`src/rtl/tick_timer_pkg.sv`:
```
`timescale 1ns/1ps
// Package: shared register offsets and control-bit positions of the tick timer.
// Assumes byte offsets fit in the top-level address width.
package tick_timer_pkg;
    parameter int unsigned OFF_CTRL  = 'h010;
    parameter int unsigned OFF_RELD  = 'h014;
    parameter int unsigned OFF_CURR  = 'h018;
    parameter int unsigned OFF_CALIB = 'h01C;

    parameter int unsigned BIT_EN    = 0;
    parameter int unsigned BIT_IE    = 1;
    parameter int unsigned BIT_SRC   = 2;
    parameter int unsigned BIT_FLAG  = 16;

    typedef struct packed {
        logic src_ext;
        logic irq_en;
        logic run;
    } ctrl_t;
endpackage

```
`src/rtl/tick_sync.sv`:
```
`timescale 1ns/1ps
// Module: tick_sync
// Brings an asynchronous slow tick into the core domain through STAGES
// flops, then turns each rising edge into a one-cycle pulse.
// Assumes the input stays high and low for at least two core cycles each.
module tick_sync #(
    parameter int unsigned STAGES = 2
) (
    input  logic clk,
    input  logic rst_n,
    input  logic async_in,
    output logic rise_pulse
);
    localparam int unsigned LAST = STAGES;

    logic [LAST:0] pipe_q;

    // First capture flop of the synchronizer chain.
    always_ff @(posedge clk) begin
        if (!rst_n) pipe_q[0] <= 1'b0;
        else        pipe_q[0] <= async_in;
    end

    for (genvar i = 1; i <= LAST; i++) begin : g_stage
        // Remaining synchronizer flops plus the edge-history flop.
        always_ff @(posedge clk) begin
            if (!rst_n) pipe_q[i] <= 1'b0;
            else        pipe_q[i] <= pipe_q[i-1];
        end
    end

    assign rise_pulse = pipe_q[LAST-1] & ~pipe_q[LAST];

    assert_single_pulse_R9: assert property (@(posedge clk) disable iff (!rst_n)
        rise_pulse |=> !rise_pulse);
endmodule

```
`src/rtl/tick_counter.sv`:
```
`timescale 1ns/1ps
// Module: tick_counter
// The down-counter: it decrements on each tick, loads the reload value on a
// tick at zero, and is forced to zero by a clear that outranks the tick.
// It flags the tick that steps the count from 1 to 0.
// Assumes tick and clear are single-cycle, synchronous strobes.
module tick_counter #(
    parameter int unsigned CNT_W = 24
) (
    input  logic             clk,
    input  logic             rst_n,
    input  logic             tick,
    input  logic             clr,
    input  logic [CNT_W-1:0] reload,
    output logic [CNT_W-1:0] count,
    output logic             hit_zero
);
    localparam logic [CNT_W-1:0] ONE = CNT_W'(1);

    logic [CNT_W-1:0] count_q;
    logic             at_zero;

    assign at_zero  = (count_q == '0);
    assign hit_zero = tick & ~clr & (count_q == ONE);
    assign count    = count_q;

    // Count register: clear first, then reload at zero, else decrement.
    always_ff @(posedge clk) begin
        if (!rst_n)     count_q <= '0;
        else if (clr)   count_q <= '0;
        else if (tick)  count_q <= at_zero ? reload : count_q - ONE;
    end

    assert_decrement_R2: assert property (@(posedge clk) disable iff (!rst_n)
        (tick && !clr && count_q != '0) |=> count_q == $past(count_q) - ONE);
    assert_hold_R2: assert property (@(posedge clk) disable iff (!rst_n)
        (!tick && !clr) |=> $stable(count_q));
    assert_reload_R3: assert property (@(posedge clk) disable iff (!rst_n)
        (tick && !clr && count_q == '0) |=> count_q == $past(reload));
    assert_clear_R5: assert property (@(posedge clk) disable iff (!rst_n)
        clr |=> count_q == '0);
endmodule

```
`src/rtl/tick_regs.sv`:
```
`timescale 1ns/1ps
// Module: tick_regs
// Register file: decodes the single-cycle register port, holds the control
// bits, the reload value and the sticky flag, forms the read data and
// registers the interrupt pulse.
// Assumes a read strobe and a write strobe do not target the same offset in
// one cycle.
module tick_regs
    import tick_timer_pkg::*;
#(
    parameter int unsigned CNT_W  = 24,
    parameter int unsigned DATA_W = 32,
    parameter int unsigned ADDR_W = 12
) (
    input  logic              clk,
    input  logic              rst_n,
    input  logic [ADDR_W-1:0] addr,
    input  logic              wr,
    input  logic [DATA_W-1:0] wdata,
    input  logic              rd,
    output logic [DATA_W-1:0] rdata,
    input  logic [DATA_W-1:0] calib,
    input  logic [CNT_W-1:0]  count,
    input  logic              hit_zero,
    output ctrl_t             ctrl,
    output logic [CNT_W-1:0]  reload,
    output logic              count_clr,
    output logic              irq
);
    localparam int unsigned PAD_W = DATA_W - CNT_W;
    localparam logic [DATA_W-1:0] CAL_KEEP =
        {2'b11, {(DATA_W-2-CNT_W){1'b0}}, {CNT_W{1'b1}}};

    logic hit_ctrl, hit_reld, hit_curr, hit_calib;
    logic ctrl_wr, reld_wr, ctrl_rd;
    logic flag_q, irq_q;
    ctrl_t ctrl_q;
    logic [CNT_W-1:0] reload_q;
    logic unused_wdata;

    assign hit_ctrl  = (addr == ADDR_W'(OFF_CTRL));
    assign hit_reld  = (addr == ADDR_W'(OFF_RELD));
    assign hit_curr  = (addr == ADDR_W'(OFF_CURR));
    assign hit_calib = (addr == ADDR_W'(OFF_CALIB));

    assign ctrl_wr   = wr & hit_ctrl;
    assign reld_wr   = wr & hit_reld;
    assign count_clr = wr & hit_curr;
    assign ctrl_rd   = rd & hit_ctrl;
    assign unused_wdata = ^wdata;

    // Control bits: loaded only by writes to the control/status offset.
    always_ff @(posedge clk) begin
        if (!rst_n) begin
            ctrl_q <= '0;
        end else if (ctrl_wr) begin
            ctrl_q.run     <= wdata[BIT_EN];
            ctrl_q.irq_en  <= wdata[BIT_IE];
            ctrl_q.src_ext <= wdata[BIT_SRC];
        end
    end

    // Reload value: the low CNT_W bits of a reload write.
    always_ff @(posedge clk) begin
        if (!rst_n)       reload_q <= '0;
        else if (reld_wr) reload_q <= wdata[CNT_W-1:0];
    end

    // Sticky flag: a count clear wins, a new zero wins over a read-clear.
    always_ff @(posedge clk) begin
        if (!rst_n)         flag_q <= 1'b0;
        else if (count_clr) flag_q <= 1'b0;
        else if (hit_zero)  flag_q <= 1'b1;
        else if (ctrl_rd)   flag_q <= 1'b0;
    end

    // Interrupt pulse: high in the cycle the count lands on zero.
    always_ff @(posedge clk) begin
        if (!rst_n) irq_q <= 1'b0;
        else        irq_q <= hit_zero & ctrl_q.irq_en;
    end

    // Read data: mapped fields for the addressed offset, zero otherwise.
    always_comb begin
        rdata = '0;
        if (rd) begin
            if (hit_ctrl) begin
                rdata[BIT_FLAG] = flag_q;
                rdata[BIT_SRC]  = ctrl_q.src_ext;
                rdata[BIT_IE]   = ctrl_q.irq_en;
                rdata[BIT_EN]   = ctrl_q.run;
            end else if (hit_reld) begin
                rdata = {{PAD_W{1'b0}}, reload_q};
            end else if (hit_curr) begin
                rdata = {{PAD_W{1'b0}}, count};
            end else if (hit_calib) begin
                rdata = calib & CAL_KEEP;
            end
        end
    end

    assign ctrl   = ctrl_q;
    assign reload = reload_q;
    assign irq    = irq_q;

    assert_flag_set_R4: assert property (@(posedge clk) disable iff (!rst_n)
        hit_zero |=> flag_q);
    assert_flag_readclr_R4: assert property (@(posedge clk) disable iff (!rst_n)
        (ctrl_rd && !hit_zero) |=> !flag_q);
    assert_flag_wrclr_R5: assert property (@(posedge clk) disable iff (!rst_n)
        count_clr |=> !flag_q);
    assert_idle_read_zero_R11: assert property (@(posedge clk) disable iff (!rst_n)
        !rd |-> rdata == '0);
endmodule

```
`src/rtl/tick_timer.sv`:
```
`timescale 1ns/1ps
// Module: tick_timer (top)
// Periodic tick timer: the register file, the down-counter and the external
// tick synchronizer. The active tick is the core clock or the synchronized
// external edge, gated by the run bit.
// Assumes ext_tick runs at no more than 1/2.5 of the core clock rate and
// calib_word is static.
module tick_timer
    import tick_timer_pkg::*;
#(
    parameter int unsigned CNT_W       = 24,
    parameter int unsigned DATA_W      = 32,
    parameter int unsigned ADDR_W      = 12,
    parameter int unsigned SYNC_STAGES = 2
) (
    input  logic              clk,
    input  logic              rst_n,
    input  logic [ADDR_W-1:0] reg_addr,
    input  logic              reg_wr,
    input  logic [DATA_W-1:0] reg_wdata,
    input  logic              reg_rd,
    output logic [DATA_W-1:0] reg_rdata,
    input  logic              ext_tick,
    input  logic [DATA_W-1:0] calib_word,
    output logic              irq
);
    ctrl_t            ctrl;
    logic [CNT_W-1:0] reload, count;
    logic             count_clr, hit_zero, ext_pulse, tick;

    assign tick = ctrl.run & (ctrl.src_ext ? ext_pulse : 1'b1);

    tick_sync #(.STAGES(SYNC_STAGES)) u_sync (
        .clk        (clk),
        .rst_n      (rst_n),
        .async_in   (ext_tick),
        .rise_pulse (ext_pulse)
    );

    tick_counter #(.CNT_W(CNT_W)) u_count (
        .clk      (clk),
        .rst_n    (rst_n),
        .tick     (tick),
        .clr      (count_clr),
        .reload   (reload),
        .count    (count),
        .hit_zero (hit_zero)
    );

    tick_regs #(.CNT_W(CNT_W), .DATA_W(DATA_W), .ADDR_W(ADDR_W)) u_regs (
        .clk       (clk),
        .rst_n     (rst_n),
        .addr      (reg_addr),
        .wr        (reg_wr),
        .wdata     (reg_wdata),
        .rd        (reg_rd),
        .rdata     (reg_rdata),
        .calib     (calib_word),
        .count     (count),
        .hit_zero  (hit_zero),
        .ctrl      (ctrl),
        .reload    (reload),
        .count_clr (count_clr),
        .irq       (irq)
    );

    assert_irq_at_zero_R6: assert property (@(posedge clk) disable iff (!rst_n)
        irq |-> count == '0);
    assert_irq_one_cycle_R6: assert property (@(posedge clk) disable iff (!rst_n)
        irq |=> !irq);
    assert_no_zero_refire_R10: assert property (@(posedge clk) disable iff (!rst_n)
        (count == '0) |-> !hit_zero);
endmodule

```
`config.mk`:
```
export PLATFORM = sky130hd
export DESIGN_NAME = tick_timer
export DESIGN_NICKNAME = d
export VERILOG_FILES = /design/src/rtl/tick_timer_pkg.sv /design/src/rtl/tick_sync.sv /design/src/rtl/tick_counter.sv /design/src/rtl/tick_regs.sv /design/src/rtl/tick_timer.sv
export SDC_FILE = /design/constraint.sdc
export NUM_CORES = 1
export LEC_CHECK = 0
export BUFFER_PORTS_ARGS = -buffer_cell sky130_fd_sc_hd__buf_4
export CAP_MARGIN = 20
export CORE_MARGIN = 1
export CORE_UTILIZATION = 40
export DETAILED_ROUTE_END_ITERATION = 16
export PLACE_DENSITY = 0.77
export SETUP_SLACK_MARGIN = 0.5
export SYNTH_ARGS = -nofsm -noshare
export SYNTH_HDL_FRONTEND = slang
export SYNTH_HIERARCHICAL = 1
export SYNTH_SLANG_ARGS = --single-unit
```
`constraint.sdc`:
```
create_clock -name clk -period 3.4 [get_ports clk]
set_input_delay 0 -clock clk [delete_from_list [all_inputs] [get_ports clk]]
set_output_delay 0 -clock clk [all_outputs]
set_load 0.02 [all_outputs]
```
==> results of run 1 <==
[cell type report]
class,count,area (um^2)
Clock buffer,5,68.8
Tap cell,108,135
Inverter,14,52.6
Multi-Input combinational cell,343,2280
Fill cell,800,4100
Timing Repair Buffer,128,1020
Sequential cell,56,1120
Clock inverter,2,16.3
[kinds of logic after synthesis]
kind of cell | Yosys count | share of synthesized area
simple gates | 178 | 0.240
compound gates | 91 | 0.176
mux | 65 | 0.189
flops | 56 | 0.306
buf+inv | 50 | 0.0774
fa+ha+maj | 3 | 0.0102
other cells | 1 | 0.00102
[Yosys cell counts, drive strengths merged, types with 9 or more instances]
cell type   n
a211oi     10
a22oi      20
a32o        9
buf        19
clkbuf     17
dfxtp      56
inv        14
mux2       28
mux2i      37
nand2      67
nor2       44
nor3       21
o21ai      20
[routing by layer]
| metal | part of all wire | track usage | wire (um) | vias to the layer above |
|---|---|---|---|---|
| met5 | 0 | 0 | 0 | - |
| met4 | 0.015 | 0.0606 | 160 | 0 |
| met3 | 0.053 | 0.0251 | 548 | 18 |
| met2 | 0.48 | 0.370 | 5010 | 148 |
| met1 | 0.45 | 0.289 | 4660 | 1731 |
| li1 | - | - | - | 1805 |
[critical path, stage by stage, from the launching register on]
cell and delay (ps):
dfxtp_1 390, or4_1 590, or4_4 610, nor2_1 420, buf_4 280, o21ai_0 110, a32o_1 280
[state kept, by name, summed over array words and instances (netlist names)]
register	flops
u_regs/flag_q	1
u_regs/ctrl	3
u_count/count	24
u_sync/pipe_q	3
u_regs/irq	1
u_regs/reload	24
[through the flow]
stage           util  cells
5_1_grt        0.534    656
3_3_place_gp   0.496    624
6_report       0.534    656
2_1_floorplan      -    449
3_5_place_dp   0.496    624
4_1_cts        0.534    656
[power by group through the flow]
stage	combinational (mW)	sequential [mW]	clock, mW
floorplan	0.0791	0.673	0
global placement	0.146	0.673	0
detailed placement	0.149	0.673	0
CTS	0.172	0.658	0.380
global route	0.186	0.658	0.401
finish	0.172	0.657	0.371
[what timing repair did]
item | CTS | global route
endpoints found under the setup margin | 0 | 4
hold endpoints to repair | 28 | 0
hold buffers | 25 | 0
gates resized for setup | 0 | 1
[path summary, 6_finish.rpt]
| path | cells past startpoint | endpoint | start | slack (ps) |
|---|---|---|---|---|
| setup / recovery | 6 | u_count/count[18] | u_count/count[9] | 610 |
| hold / removal | 4 | u_regs/flag_q | reg_addr[10] | 70 |
| setup reg to reg | 6 | u_count/count[18] | u_count/count[9] | 610 |
| hold reg to reg | 1 | u_sync/pipe_q[1] | u_sync/pipe_q[0] | 440 |
==> impl_metrics.tcl, run 1 <==
set metrics [dict create \
    start_kind "register" \
    antenna_found_initial 0 \
    pwr-share-comb 0.143 \
    grt_max_degree 59 \
    hold_violations 0 \
    synth_area_per_cell_um2 8.26 \
    synth_edf_count 0 \
    whs_ps 72.9 \
    place_ws_ps 573 \
    yosysTopAreaCellShare 0.306 \
    std_cell_rows 34 \
    powerDensity_mw_per_mm2 255 \
    slew_headroom 0.402 \
    post-route-drc-count 10 \
    dp_hpwl_mm 7.28 \
    finalMaxSlewViolations 0 \
    drtPass1Iterations 11 \
    cts_tree "built" \
    p_seq_frac 0.547 \
    post-route-min-period_ps 2790 \
    num_antenna_cells 0 \
    arrival_ps 3000 \
    postLayoutCellArea_mm2 0.00470 \
    cts_buffers 5 \
    postCtsSetupBuffers 0 \
    maxCapViolations 0 \
    grt_pass1_wl_mm 17.0 \
    max_slew.worst_pin.slew_ps 893 \
    setup_tns_ps 0 \
    drive_gt1_frac 0.266 \
    clockRootBuffer "clkbuf_8" \
    vias_per_cell 5.64 \
    area_growth_pct 28.2 \
    start_util 0.417 \
    ys_top_cells_by_area "dfxtp_1 (31%), mux2i_1 (10%), mux2_2 (8.0%), nand2_1 (6.9%), nor2_1 (4.5%)" \
    async_reset_ff_frac 0 \
    die_y_um 97.8 \
    synth_seq_cells 56 \
    num_vias 3702 \
    fmax_ghz 0.358 \
    p_sw_frac 0.252 \
    ant_nets 0 \
    setup_viol 0 \
    dpl_cell_area_mm2 0.00436 \
    p_int_uw 899 \
    worst_slack_ps 609 \
    die-area_mm2 0.00956 \
    syn_area_mm2 0.00367 \
    clock_skew_ps 8.12 \
    status "complete, but fails checks" \
    port_buffers 93 \
    wl_per_cell_um 15.8 \
    period_share 0.821 \
    gr-total-overflow 0 \
    place.gp.congestion 0.855 \
    ios 114 \
    clk_pin_slew_ps 110 \
    routed_wl_mm 10.4 \
    rsz0062_at_grt "false" \
    synthFlopType "dfxtp_1" \
    yosysTopAreaCell "dfxtp_1" \
    power.leakage_nw 1.87 \
    drt_iter0_drc 241 \
    p_clk_frac 0.309 \
    core_mm2 0.00881 \
    yosysSeqAreaShare 0.306 \
    violations "design-rule violations" \
    grt_pass1_vias 3513 \
    clk_path_buf_depth 2 \
    worstPathRequired_ps 3610 \
    worst_setup_path_end_kind "register" \
    h-tree-depth 2 \
    track_usage 0.217 \
    total_power_mw 1.20 \
    hold_class "in2reg" \
    layout_commonest_cell "buf_4" \
    cts_sinks 56 \
    yosys_warnings 6 \
    worstSetupPathType "reg2reg" \
    power_switching_uw 302 \
    critPathMaxFanout 11 \
    insertion_delay_ps 310 \
    fp.dieW_um 97.8 \
    final_cell_mix "buf_4 (103), nand2_1 (67), dfxtp_1 (56)" \
    syn_inst 444 \
    ir_drop_mv 0.168 \
    netlist-cell-type-count 57 \
    nets 632 \
]
Power figures use the tool's default switching activity.
==> inputs of run 2 (changes only) <==
Clock period 3.4 ns to 2.65 ns, I/O delays scaled along.
==> run 2 against run 1 <==
Net effect:
- wire length rose by 8.7%
- sequential share of layout area fell by 1.1 points
- maximum frequency is 19% higher
- sequential power grew 28%
- worst hold slack got worse by 47 ps
- combinational power up 32%
- die area is the same
- first-iteration DRC count is 48% higher
- flip-flop and latch count did not move
- non-clock buffer count increased by 16
- the run still ends with design-rule violations left
- register-to-register slack got worse by 300 ps
==> impl_metrics.tcl, run 2 (synthesized netlist as in run 1, its figures left out) <==
set metrics [dict create \
    critPathMaxFanout 9 \
    maxCapViolations 0 \
    dpl_cell_area_mm2 0.00444 \
    place_ws_ps 282 \
    clockRootBuffer "clkbuf_8" \
    max_slew.worst_pin.slew_ps 869 \
    clk_pin_slew_ps 110 \
    worst_setup_path_end_kind "register" \
    h-tree-depth 2 \
    antenna_found_initial 0 \
    worstSetupPathType "reg2reg" \
    drtPass1Iterations 11 \
    powerDensity_mw_per_mm2 320 \
    place.gp.congestion 0.863 \
    rsz0062_at_grt "true" \
    setup_viol 0 \
    pwr-share-comb 0.143 \
    grt_pass1_wl_mm 18.2 \
    num_vias 3836 \
    cts_buffers 5 \
    status "complete, but fails checks" \
    top_usage_layer "met2" \
    wl_per_cell_um 16.8 \
    post-route-drc-count 8 \
    port_buffers 93 \
    period_share 0.882 \
    fp.dieW_um 97.8 \
    cts_tree "built" \
    num_antenna_cells 0 \
    drive_gt1_frac 0.319 \
    clk_path_buf_depth 2 \
    ir_drop_mv 0.202 \
    clock_skew_ps 10.2 \
    p_seq_frac 0.531 \
    fmax_ghz 0.428 \
    power_switching_uw 398 \
    std_cell_rows 34 \
    cts_sinks 56 \
    ant_nets 0 \
    die-area_mm2 0.00956 \
    track_usage 0.234 \
    power.leakage_nw 1.98 \
    nets 648 \
    drt_iter0_drc 356 \
    core_mm2 0.00881 \
    insertion_delay_ps 310 \
    routed_wl_mm 11.3 \
    whs_ps 25.6 \
    postLayoutCellArea_mm2 0.00496 \
    violations "design-rule violations" \
    die_y_um 97.8 \
    setup_tns_ps 0 \
    area_growth_pct 35.3 \
    grtUsageMet3 0.0243 \
    final_cell_mix "buf_4 (116), nand2_1 (67), dfxtp_1 (51)" \
    p_clk_frac 0.327 \
    post-route-min-period_ps 2340 \
    p_sw_frac 0.251 \
    arrival_ps 2550 \
    grt_max_degree 58 \
    vias_per_cell 5.70 \
    worst_slack_ps 313 \
    grt_pass1_vias 3805 \
    ios 114 \
    hold_violations 0 \
    slew_headroom 0.419 \
    start_kind "register" \
    met1_usage 0.296 \
    start_util 0.417 \
    layout_commonest_cell "buf_4" \
    finalMaxSlewViolations 0 \
    gr-total-overflow 0 \
    use_met2 0.409 \
    worstPathRequired_ps 2870 \
    dp_hpwl_mm 7.61 \
    total_power_mw 1.59 \
    hold_class "in2reg" \
    fill_cells 761 \
    p_int_mw 1.19 \
]
[run 2: changes by cell type in the layout (fill, tap and decap cells not counted), sizes merged]
cell,change
clkbuf,+2
buf,+16
dlygate4sd3,-1
[run 2: stage by stage]
| step | cells | utilization |
|---|---|---|
| 2_1_floorplan | 449 | - |
| 3_3_place_gp | 632 | 0.504 |
| 3_5_place_dp | 632 | 0.504 |
| 4_1_cts | 670 | 0.556 |
| 5_1_grt | 673 | 0.564 |
| 6_report | 673 | 0.564 |
[run 2: worst paths after layout]
check / start / end / slack [ps] / cells past startpoint
worst max-delay path: u_count/count[10] / u_count/count[9] / 310 / 7
worst min-delay path: reg_wdata[0] / u_regs/ctrl[0] / 30 / 3
worst max register to register: u_count/count[10] / u_count/count[9] / 310 / 7
worst min register to register: u_sync/pipe_q[0] / u_sync/pipe_q[1] / 440 / 1
[run 2: critical path: stages, from the launching register on]
cell	delay [ps]
dfxtp_4	360
or4_4	520
or4_4	430
buf_4	200
nor2_4	160
buf_4	170
o21ai_0	110
a32o_1	280
[run 2: cell type report]
type / count / area, um^2 / area share
Tap cell: 108 / 135 / 0.0272
Timing Repair Buffer: 144 / 1190 / 0.241
Inverter: 14 / 52.6 / 0.0106
Clock inverter: 2 / 18.8 / 0.00378
Sequential cell: 56 / 1130 / 0.228
Multi-Input combinational cell: 343 / 2350 / 0.473
Clock buffer: 6 / 82.6 / 0.0166
[run 2: power groups by stage]
stage / clock network [mW] / registers [mW] / logic [mW]
6_report: 0.519 / 0.843 / 0.227
5_1_grt: 0.566 / 0.843 / 0.245
4_1_cts: 0.522 / 0.843 / 0.226
3_5_place_dp: 0 / 0.863 / 0.197
3_3_place_gp: 0 / 0.863 / 0.192
2_1_floorplan: 0 / 0.863 / 0.101
[run 2: timing repair]
item	CTS	global route
resized for setup	13	12
setup endpoints to repair	20	25
setup buffers	4	2
endpoints found under the hold margin	26	0
hold buffers	24	0
cloned	2	1
pin swaps	1	6
[run 2: metal layers]
| layer | part of all wire | vias up |
|---|---|---|
| li1 | - | 1836 |
| met1 | 0.42 | 1794 |
| met2 | 0.49 | 178 |
| met3 | 0.064 | 28 |
| met4 | 0.026 | 0 |
| met5 | 0 | - |
==> inputs of run 3 (changes only) <==
Settings changed: RECOVER_POWER set to 50.
Clock period 2.65 ns to 2.6 ns, I/O delays scaled along.
==> run 3 against run 2 <==
Net effect:
- the flow still finishes with violations (design-rule violations)
- sequential share of layout area grew 0.074 points
- non-clock buffer count grew 6
- maximum frequency grew 0.18%
- largest power group unchanged
- setup slack lost 46 ps
- die area is the same
- cell count grew 0.89%
==> impl_metrics.tcl, run 3 (synthesized netlist as in run 1, its figures left out) <==
set metrics [dict create \
    clk_pin_slew_ps 100 \
    clock_skew_ps 8.47 \
    wirelength_met1_mm 4.71 \
    worst_setup_path_end_kind "register" \
    worstReg2RegStart "u_count/count[10]" \
    drt_iter0_drc 344 \
    status "complete, but fails checks" \
    cp_slowest_cell "or4_4" \
    min-delay-start "reg_rd" \
    start_util 0.417 \
    power.leakage_nw 1.96 \
    critPathMaxStageDelay_ps 510 \
    critPathMaxFanout 8 \
    dp_hpwl_mm 7.58 \
    std_cell_rows 34 \
    critPathMostFrequentCell "or4_4" \
    setup_viol 0 \
    start_kind "register" \
    core_mm2 0.00881 \
    cts_tree "built" \
    fmax_ghz 0.429 \
    final_cell_mix "buf_4 (104), nand2_1 (67), dfxtp_1 (51)" \
    p_sw_frac 0.224 \
    layout_commonest_cell "buf_4" \
    area_growth_pct 35.2 \
    slew_headroom 0.327 \
    cts_sinks 56 \
    hold_class "in2reg" \
    ir_drop_mv 0.253 \
    num_vias 3934 \
    h-tree-depth 2 \
    pwr-share-comb 0.130 \
    cts_buffers 5 \
    ios 114 \
    post-route-min-period_ps 2330 \
    clk_path_buf_depth 2 \
    rsz0062_at_grt "true" \
    powerDensity_mw_per_mm2 358 \
    dr_wl_met2_mm 5.45 \
    wl_per_cell_um 16.6 \
    fp.dieW_um 97.8 \
    period_share 0.897 \
    postLayoutCoreUtil 0.563 \
    drtPass1Iterations 11 \
    crit_start "u_count/count[10]" \
    grt_pass1_vias 3762 \
    dpl_cell_area_mm2 0.00446 \
    ant_nets 0 \
    arrival_ps 2540 \
    worstPathRequired_ps 2810 \
    drive_gt1_frac 0.294 \
    insertion_delay_ps 310 \
    p_clk_frac 0.387 \
    routed.top_layer "met4" \
    worstSetupPathType "reg2reg" \
    gr-total-overflow 0 \
    hold_violations 0 \
    fin_cells 679 \
    violations "design-rule violations" \
    finalMaxSlewViolations 0 \
    clockRootBuffer "clkbuf_8" \
    cp_top_family "simple AND/OR/NAND/NOR gates" \
    num_antenna_cells 0 \
    crit_buf_inv 1 \
    power_switching_uw 397 \
    nets 654 \
    post-route-drc-count 8 \
    maxCapViolations 0 \
    total_power_mw 1.77 \
    track_usage 0.232 \
    dp.cells 636 \
    path_cells "or4_4, or4_4, or2_4, buf_8, mux2_4, a32o_1" \
    grt_max_degree 56 \
    p_seq_frac 0.483 \
    vias_per_cell 5.79 \
    grt_pass1_wl_mm 17.9 \
    route.met3.wl_um 851 \
    postLayoutCellArea_mm2 0.00496 \
    die-area_mm2 0.00956 \
    p_int_mw 1.38 \
    routed_wl_mm 11.3 \
    port_buffers 93 \
    setup_tns_ps 0 \
    antenna_found_initial 0 \
    max_slew.worst_pin.slew_ps 1010 \
    place.gp.congestion 0.864 \
    die_y_um 97.8 \
]
==> run 3: changes by cell type in the layout (fill, tap and decap cells not counted), moves of 2 or more <==
cell,change
clkbuf_1,+11
and2_1,-2
buf_6,+5
dlygate4sd3_1,+3
bufinv_16,+2
and2_0,+2
buf_4,-12
==> run 3: worst min-delay path: cells and delay by family <==
kind                   cells  cell delay [ps]
AOI/OAI and AO/OA          2              240
buffers and inverters      1              110
==> run 3: worst paths after layout <==
path	to	slack [ps]	depth (start not counted)
worst max-delay path	u_count/count[3]	270	6
worst max register to register	u_count/count[3]	270	6
worst min-delay path	u_regs/flag_q	70	3
worst min register to register	u_sync/pipe_q[1]	440	1
==> run 3: layer usage <==
metal  vias to the layer above  track usage
li1                       1854            -
met1                      1820        0.290
met2                       225        0.400
met3                        35       0.0329
met4                         0       0.0967
met5                         -            0
==> run 3: power by group through the flow <==
stage	combinational (mW)	sequential [mW]	clock, mW
after global routing	0.249	0.858	0.725
final	0.230	0.858	0.686
after global placement	0.196	0.880	0
after floorplan	0.103	0.879	0
after detailed placement	0.200	0.880	0
after CTS	0.232	0.859	0.694
==> run 3: cell type report <==
type,count,area [um^2]
clock buffers,5,68.8
clock inverters,3,68.8
fillers,752,3850
inverters,14,52.6
multi-input cells,343,2320
flip-flops and latches,56,1130
well taps,108,135
repair buffers,150,1180
==> run 3: per-stage QoR <==
step / setup slack, ps / hold slack, ps
finish: 267 / 72.6
global route: 202 / 107
CTS: 314 / 71.9
detailed placement: 201 / 217
global placement: 247 / 210
floorplan: 147 / 122
==> run 3: repair_timing <==
action / CTS / global route
gates resized for setup: 26 / 6
pin swaps: 6 / 5
buffers inserted: 6 / 1
hold endpoints to repair: 27 / 0
endpoints found under the setup margin: 26 / 25
hold buffers: 27 / 0
cloned: 1 / 0
